### config.mk
export PLATFORM = sky130hd
export DESIGN_NAME = rtc_presc_clock
export DESIGN_NICKNAME = d
export VERILOG_FILES = /design/src/rtl/rtc_presc_pkg.sv /design/src/rtl/rtc_presc_divider.sv /design/src/rtl/rtc_presc_tick.sv /design/src/rtl/rtc_presc_bcd_field.sv /design/src/rtl/rtc_presc_clock.sv
export SDC_FILE = /design/constraint.sdc
export NUM_CORES = 1
export LEC_CHECK = 0
export ABC_CLOCK_PERIOD_IN_PS = 5400
export BUFFER_PORTS_ARGS = -buffer_cell sky130_fd_sc_hd__buf_2
export CAP_MARGIN = 20
export CORE_MARGIN = 2
export CORE_UTILIZATION = 50
export DETAILED_ROUTE_END_ITERATION = 10
export GPL_ROUTABILITY_DRIVEN = 0
export PLACE_DENSITY = 0.87
export REMOVE_ABC_BUFFERS = 1
export SYNTH_ARGS = -nofsm -noshare
export SYNTH_HDL_FRONTEND = slang
export SYNTH_SLANG_ARGS = --single-unit
### constraint.sdc
create_clock -name clk_i -period 5.4 [get_ports clk_i]
set_input_delay 1.08 -clock clk_i [delete_from_list [all_inputs] [get_ports clk_i]]
set_output_delay 1.08 -clock clk_i [all_outputs]
set_load 0.005 [all_outputs]
### src/rtl/rtc_presc_pkg.sv
package rtc_presc_pkg;
  localparam int unsigned NUM_FIELDS = 3;  // 0: seconds, 1: minutes, 2: hours

  typedef logic [7:0] bcd2_t;

  function automatic bcd2_t field_limit(int unsigned idx);
    return (idx == NUM_FIELDS - 1) ? 8'h23 : 8'h59;
  endfunction
endpackage

### src/rtl/rtc_presc_divider.sv
module rtc_presc_divider #(
  parameter int unsigned STAGES      = 15,
  parameter int unsigned FREE_STAGES = 2
) (
  input  logic clk_i,
  input  logic rst_ni,
  input  logic stop_i,
  output logic msb_o
);
  localparam int unsigned HELD = STAGES - FREE_STAGES;
  localparam logic [FREE_STAGES-1:0] FREE_ONE = FREE_STAGES'(1);

  logic [FREE_STAGES-1:0] free_q;
  logic [HELD-1:0]        held_q;
  logic                   carry;

  assign carry = &free_q;

  // low stages never see stop
  always_ff @(posedge clk_i or negedge rst_ni) begin
    if (!rst_ni) free_q <= '0;
    else         free_q <= free_q + FREE_ONE;
  end

  always_ff @(posedge clk_i or negedge rst_ni) begin
    if (!rst_ni)     held_q <= '0;
    else if (stop_i) held_q <= '0;
    else             held_q <= held_q + HELD'(carry);
  end

  assign msb_o = held_q[HELD-1];
endmodule

### src/rtl/rtc_presc_tick.sv
module rtc_presc_tick (
  input  logic clk_i,
  input  logic rst_ni,
  input  logic stop_i,
  input  logic msb_i,
  output logic step_o,
  output logic tick_o
);
  logic msb_q;
  logic tick_q;

  assign step_o = msb_i & ~msb_q & ~stop_i;

  always_ff @(posedge clk_i or negedge rst_ni) begin
    if (!rst_ni) begin
      msb_q  <= 1'b0;
      tick_q <= 1'b0;
    end else begin
      msb_q  <= msb_i;
      tick_q <= step_o;
    end
  end

  assign tick_o = tick_q;
endmodule

### src/rtl/rtc_presc_bcd_field.sv
module rtc_presc_bcd_field
  import rtc_presc_pkg::*;
#(
  parameter bcd2_t LIMIT = 8'h59
) (
  input  logic  clk_i,
  input  logic  rst_ni,
  input  logic  inc_i,
  input  logic  load_i,
  input  bcd2_t load_val_i,
  output bcd2_t val_o
);
  bcd2_t val_q;
  bcd2_t val_nxt;

  always_comb begin
    if (val_q == LIMIT)           val_nxt = '0;
    else if (val_q[3:0] == 4'd9)  val_nxt = {val_q[7:4] + 4'd1, 4'd0};
    else                          val_nxt = {val_q[7:4], val_q[3:0] + 4'd1};
  end

  always_ff @(posedge clk_i or negedge rst_ni) begin
    if (!rst_ni)     val_q <= '0;
    else if (load_i) val_q <= load_val_i;
    else if (inc_i)  val_q <= val_nxt;
  end

  assign val_o = val_q;
endmodule

### src/rtl/rtc_presc_clock.sv
module rtc_presc_clock
  import rtc_presc_pkg::*;
#(
  parameter int unsigned STAGES      = 15,
  parameter int unsigned FREE_STAGES = 2
) (
  input  logic       clk_i,
  input  logic       rst_ni,
  input  logic       stop_i,
  input  logic       load_i,
  input  logic [7:0] load_hh_i,
  input  logic [7:0] load_mm_i,
  input  logic [7:0] load_ss_i,
  output logic [7:0] hh_o,
  output logic [7:0] mm_o,
  output logic [7:0] ss_o,
  output logic       tick_o
);
  logic msb;
  logic step;
  logic load_en;

  logic [NUM_FIELDS-1:0] inc_chain;
  bcd2_t                 load_vals [NUM_FIELDS];
  bcd2_t                 cur       [NUM_FIELDS];

  assign load_en = load_i & stop_i;

  rtc_presc_divider #(
    .STAGES     (STAGES),
    .FREE_STAGES(FREE_STAGES)
  ) u_div (
    .clk_i (clk_i),
    .rst_ni(rst_ni),
    .stop_i(stop_i),
    .msb_o (msb)
  );

  rtc_presc_tick u_tick (
    .clk_i (clk_i),
    .rst_ni(rst_ni),
    .stop_i(stop_i),
    .msb_i (msb),
    .step_o(step),
    .tick_o(tick_o)
  );

  assign load_vals[0] = load_ss_i;
  assign load_vals[1] = load_mm_i;
  assign load_vals[2] = load_hh_i;
  assign inc_chain[0] = step;

  for (genvar i = 0; i < NUM_FIELDS; i++) begin : g_field
    rtc_presc_bcd_field #(
      .LIMIT(field_limit(i))
    ) u_field (
      .clk_i     (clk_i),
      .rst_ni    (rst_ni),
      .inc_i     (inc_chain[i]),
      .load_i    (load_en),
      .load_val_i(load_vals[i]),
      .val_o     (cur[i])
    );
    if (i < NUM_FIELDS - 1) begin : g_carry
      assign inc_chain[i+1] = inc_chain[i] & (cur[i] == field_limit(i));
    end
  end

  assign ss_o = cur[0];
  assign mm_o = cur[1];
  assign hh_o = cur[2];
endmodule

### After elaboration in Yosys (flattened, before gate mapping)

Index checks and enable logic that the tools add are counted.
Widths: inputs -> output; s select.

| word-level totals | value |
|---|---|
| register bits after elaboration | 41 |
| bits of input ports | 28 |

| operators by class | value |
|---|---|
| $add $sub $neg | 8 |
| equal/unequal tests | 6 |
| mux-type cells | 13 |
| bitwise operators | 7 |
| reductions and logical operators | 10 |

Operators with widths:

| kind | count |
|---|---|
| $mux 8 | 12 |
| $add 4x1->4 const B | 6 |
| $eq 8x7->1 const B | 2 |
| $add 13x1->13 | 1 |
| $mux 13 | 1 |
| $eq 4x4->1 const B | 3 |
| $reduce_bool 3->1 | 3 |
| $eq 8x6->1 const B | 1 |
| $reduce_and 2->1 | 4 |
| $reduce_bool 2->1 | 3 |
| $and 1x1->1 | 5 |
| $add 2x1->2 const B | 1 |
| $not 1->1 | 2 |

### Depth between registers and ports, before layout

| logic depth | value |
|---|---|
| depth after elaboration | 7 |
| gate-level depth with buffers | 7 |

### By module

A second synthesis with hierarchy kept.

| second synthesis, totals | value |
|---|---|
| cell total of the unflattened synthesis | 255 |
| area total of the unflattened synthesis | 2512.4 sq um |

By module, submodules not included:

| module | times used | cells an instance | area an instance (sq um) |
|---|---|---|---|
| rtc_presc_bcd_field (g_field[0].u_field ...) | 2 | 63 | 586.8 |
| rtc_presc_divider | 1 | 66 | 699.4 |
| rtc_presc_bcd_field (g_field[2].u_field) | 1 | 53 | 515.5 |
| rtc_presc_tick | 1 | 3 | 62.6 |
| rtc_presc_clock | 1 | 7 | 61.3 |

### Worst setup path after synthesis

Ideal clock, no wire load.

| path | value |
|---|---|
| path type | in2reg |
| start | input port stop_i |
| end | register g_field[2].u_field.val_q[5] |
| setup time | 128 ps |
| arrival | 2488 ps |
| required time | 5272 ps |
| slack | 2785 ps |
| cell stages on the path | 5 |
| cell sequence | or3b_1 > buf_2 > o41ai_4 > nand3_1 > mux2_1 |

| between the ends | value |
|---|---|
| longest elaborated chain between the ends | 6 |
| elaborated cells on any way between the ends | 9 |
| classes of those cells | mux (1); bitwise (5); reduce/logical (3) |

Ends and longest elaborated chain:

| what | RTL line | source |
|---|---|---|
| start: declaration | rtc_presc_clock.sv:9 | `input logic stop_i,` |
| $not 1->1 | rtc_presc_tick.sv:12 | `assign step_o = msb_i & ~msb_q & ~stop_i;` |
| $and 1x1->1 | rtc_presc_tick.sv:12 |  |
| $and 1x1->1 (2 in a row) | rtc_presc_clock.sv:65 | `assign inc_chain[i+1] = inc_chain[i] & (cur[i] == field_limit(i));` |
| $reduce_bool 2->1 (no source line) | -- |  |
| $reduce_and 2->1 (no source line) | -- |  |
| end signal: assignment | rtc_presc_bcd_field.sv:24 | `else if (load_i) val_q <= load_val_i;` |
| end signal: assignment | rtc_presc_bcd_field.sv:25 | `else if (inc_i) val_q <= val_nxt;` |
| end: declaration | rtc_presc_bcd_field.sv:13 | `bcd2_t val_q;` |

Parallel ways exist; a longest one is shown, timed or not.
A chain may end at the register's enable or synchronous reset.

### Final worst setup path

| path | value |
|---|---|
| start | input port stop_i |
| end | register g_field[2].u_field.val_q[7] |

The elaborated chain is that of the path after synthesis.

==> flow_summary_export.csv <==
group,metric,value,unit
grt,grt_max_degree,42,
synth,ys_ff_latch,41,
power_and_ir_drop,p_seq_share,48.6,%
synth,ys_types,39,
placed_design,dp_hpwl,3.41,mm
timing,finalHoldViolCount,0,
power_and_ir_drop,clock_power_share,26.0,%
cells_and_area,syn2layout_area_growth,17.5,%
power_and_ir_drop,sw_frac_of_total,31.4,%
worst_setup_path,start_kind,"input port",
timing,fmax,326,MHz
die,dieHeight,72.1,µm
placed_design,portBuffers,52,
clock_network,cts.clk_slew.worst_paths,0.08,ns
cells_and_area,seq_area,1030,µm²
synth,synth_area,2320,µm²
die,rows,24,
clock_network,cts-resized-gates,0,
synth,synth_top_area_share,44.3,%
route,via_count,1944,
grt,grt-ovfl-total,0,
flow_run,maxCapViolCount,0,
synth,yosysWarnings,0,
die,ioPinCount,53,
worst_setup_path,critical_path_class,"input port to flop",
route,wire_per_inst,13.5,µm
cells_and_area,drive_gt1_share,21.0,%
clock_network,clk_latency,0.29,ns
worst_setup_path,end_kind,"flop",
die,die_area,5190,µm²
route,drc_errors,0,
timing,fin_skew,0.00487,ns
timing,finalSetupViolCount,0,
grt,antenna_found_initial,0,
clock_network,clockBufferDepth,2,
hold_path,min_path_type,"flop to flop",
power_and_ir_drop,switching_power,0.263,mW
grt,track_usage,19.2,%
synth,yosysSeqAreaShare,44.3,%
synth,async_reset_ff_share,100,%
cells_and_area,fill_cells,386,
timing,finalWorstPathRequiredPeriod,3.07,ns
power_and_ir_drop,p_leak,1.32,nW
synth,postSynthAreaPerCell,9.62,µm²
grt,grt_pass1_vias,1842,
synth,synth_area_leader_cell,"dfrtp_1",
clock_network,numCtsBuffers,5,
die,fp.dieW,72.1,µm
timing,worstMarginPinSlew,0.895,ns
die,start_util,52.5,%
power_and_ir_drop,p_comb_share,25.3,%
worst_setup_path,path_max_fanout,16,
worst_setup_path,crit_arrival,3.25,ns
placed_design,place_ws,2.02,ns
route,drt_iter0_markers,93,
route,drt_wl_total,4.70,mm
outcome,status,"complete, no violations",
clock_network,cts_tree,"built",
route,vias_per_cell,5.60,
cells_and_area,final_core_util,61.7,%
timing,rsz0062_at_grt,"false",
cells_and_area,layout_common_cells,"buf_2, dfrtp_1, nand2_1",
cells_and_area,diodes,0,
timing,max_slew_margin,40.4,%
synth,syn_inst,241,
die,core_area,4410,µm²
timing,setup_slack,2.33,ns
route,ant_nets,0,
clock_network,cts_setup_buffers,0,
clock_network,clock-root-buffer,"clkbuf_8",
timing,totalNegativeSetupSlack,0,ns
clock_network,cts_hold_buf,0,
cells_and_area,final_common_cell,"buf_2",
power_and_ir_drop,p_int,0.574,mW
synth,synth_area_leaders,"dfrtp_1, ha_1, nand2_1",
worst_setup_path,required,5.58,ns
cells_and_area,multiInputGateArea,1220,µm²
synth,synth_flop_cell,"dfrtp_1",
timing,min_period_over_period,56.9,%
clock_network,htree_levels,2,
clock_network,clock_sinks,41,
cells_and_area,final_nets,337,
grt,grt_first_pass_wirelength,7.96,mm
route,firstDrtPassIters,4,
timing,slew_violations,0,
synth,synth_edf_count,0,
power_and_ir_drop,worst_ir_drop_vdd,0.000155,V
power_and_ir_drop,cellPowerDensity,307,nW/µm²
kinds of logic after synthesis:
kind of cell	synth area share, %
buffers and inverters	3.19
AO/OA/AOI/OAI	17.4
XOR/XNOR	4.91
AND/OR/NAND/NOR	19.3
adder cells (fa/ha/maj)	8.10
multiplexers	2.86
flip-flops	44.3
power groups by stage:
| stage | sequential (mW) | clock (mW) | combinational [mW] |
|---|---|---|---|
| finish | 0.407 | 0.218 | 0.212 |
| global route | 0.416 | 0.234 | 0.243 |
| CTS | 0.407 | 0.222 | 0.216 |
| detailed placement | 0.413 | 0 | 0.215 |
| global placement | 0.411 | 0 | 0.206 |
| floorplan | 0.406 | 0 | 0.124 |
cells in the mapped netlist (2+ instances only):
library cell and n:
a2bb2oi_1 6, a32oi_1 2, buf_2 2, and3_1 2, and3b_1 3, nand4_1 7
o31ai_1 5, o2bb2ai_1 3, nor3_1 8, inv_1 12, nand3b_1 5, ha_1 15
xor2_1 5, dfrtp_1 41, clkbuf_1 5, or3_1 2, nor2b_1 3, nor2_1 18
xnor2_1 8, o21ai_0 16, nand2b_1 2, nand2_1 25, o211ai_1 2, a21oi_1 13
a22o_1 4, mux2_1 5, nand3_1 10
through the flow:
step	total power [mW]	std cells	hold slack (ns)	area, µm²
5_1_grt	0.893	347	0.444	2720
6_report	0.837	347	0.420	2720
4_1_cts	0.844	347	0.423	2720
3_3_place_gp	0.617	339	0.398	2620
2_1_floorplan	0.530	234	0.385	2290
3_5_place_dp	0.628	339	0.406	2620
metal layers:
| layer | wire (µm) | vias to the layer above | share of wire (%) | global-route usage (%) |
|---|---|---|---|---|
| met5 | 0 | - | 0 | 0 |
| met4 | 102 | 0 | 2.2 | 6.92 |
| met3 | 185 | 9 | 3.9 | 3.89 |
| met2 | 2230 | 42 | 47 | 32.0 |
| met1 | 2180 | 920 | 46 | 24.8 |
| li1 | - | 973 | - | - |
area by class of cell:
class / count / share of cell area (%)
multi-input cells: 181 / 44.7
flip-flops and latches: 41 / 37.7
repair buffers: 53 / 9.83
clock buffers: 7 / 3.54
well taps: 52 / 2.39
inverters: 12 / 1.65
clock inverters: 1 / 0.184
state kept, by name, indices dropped and copies added, names as in the netlist:
name                   flops
u_div.held_q              13
g_field.u_field.val_o     24
u_tick.tick_o              1
u_tick.msb_q               1
u_div.free_q               2
path summary, 6_finish.rpt:
| path | from | to | slack, ns | depth (start not counted) |
|---|---|---|---|---|
| max in group asynchronous | rst_ni | u_tick.msb_q | 3.93 | 1 |
| setup reg to reg | u_div.held_q[12] | g_field[2].u_field.val_o[7] | 2.97 | 4 |
| hold / removal | u_div.held_q[12] | u_tick.msb_q | 0.42 | 0 |
| hold reg to reg | u_div.held_q[12] | u_tick.msb_q | 0.42 | 0 |
| min in group asynchronous | rst_ni | g_field[1].u_field.val_o[6] | 0.91 | 1 |
| setup / recovery | stop_i | g_field[2].u_field.val_o[7] | 2.33 | 5 |
worst max-delay path, cell delays in order:
cell and delay (ns):
buf_2 0.19, or3b_1 0.56, o41ai_4 0.73, nand3_1 0.30, mux2_1 0.38
No activity file was read; power rests on OpenSTA's default activity.
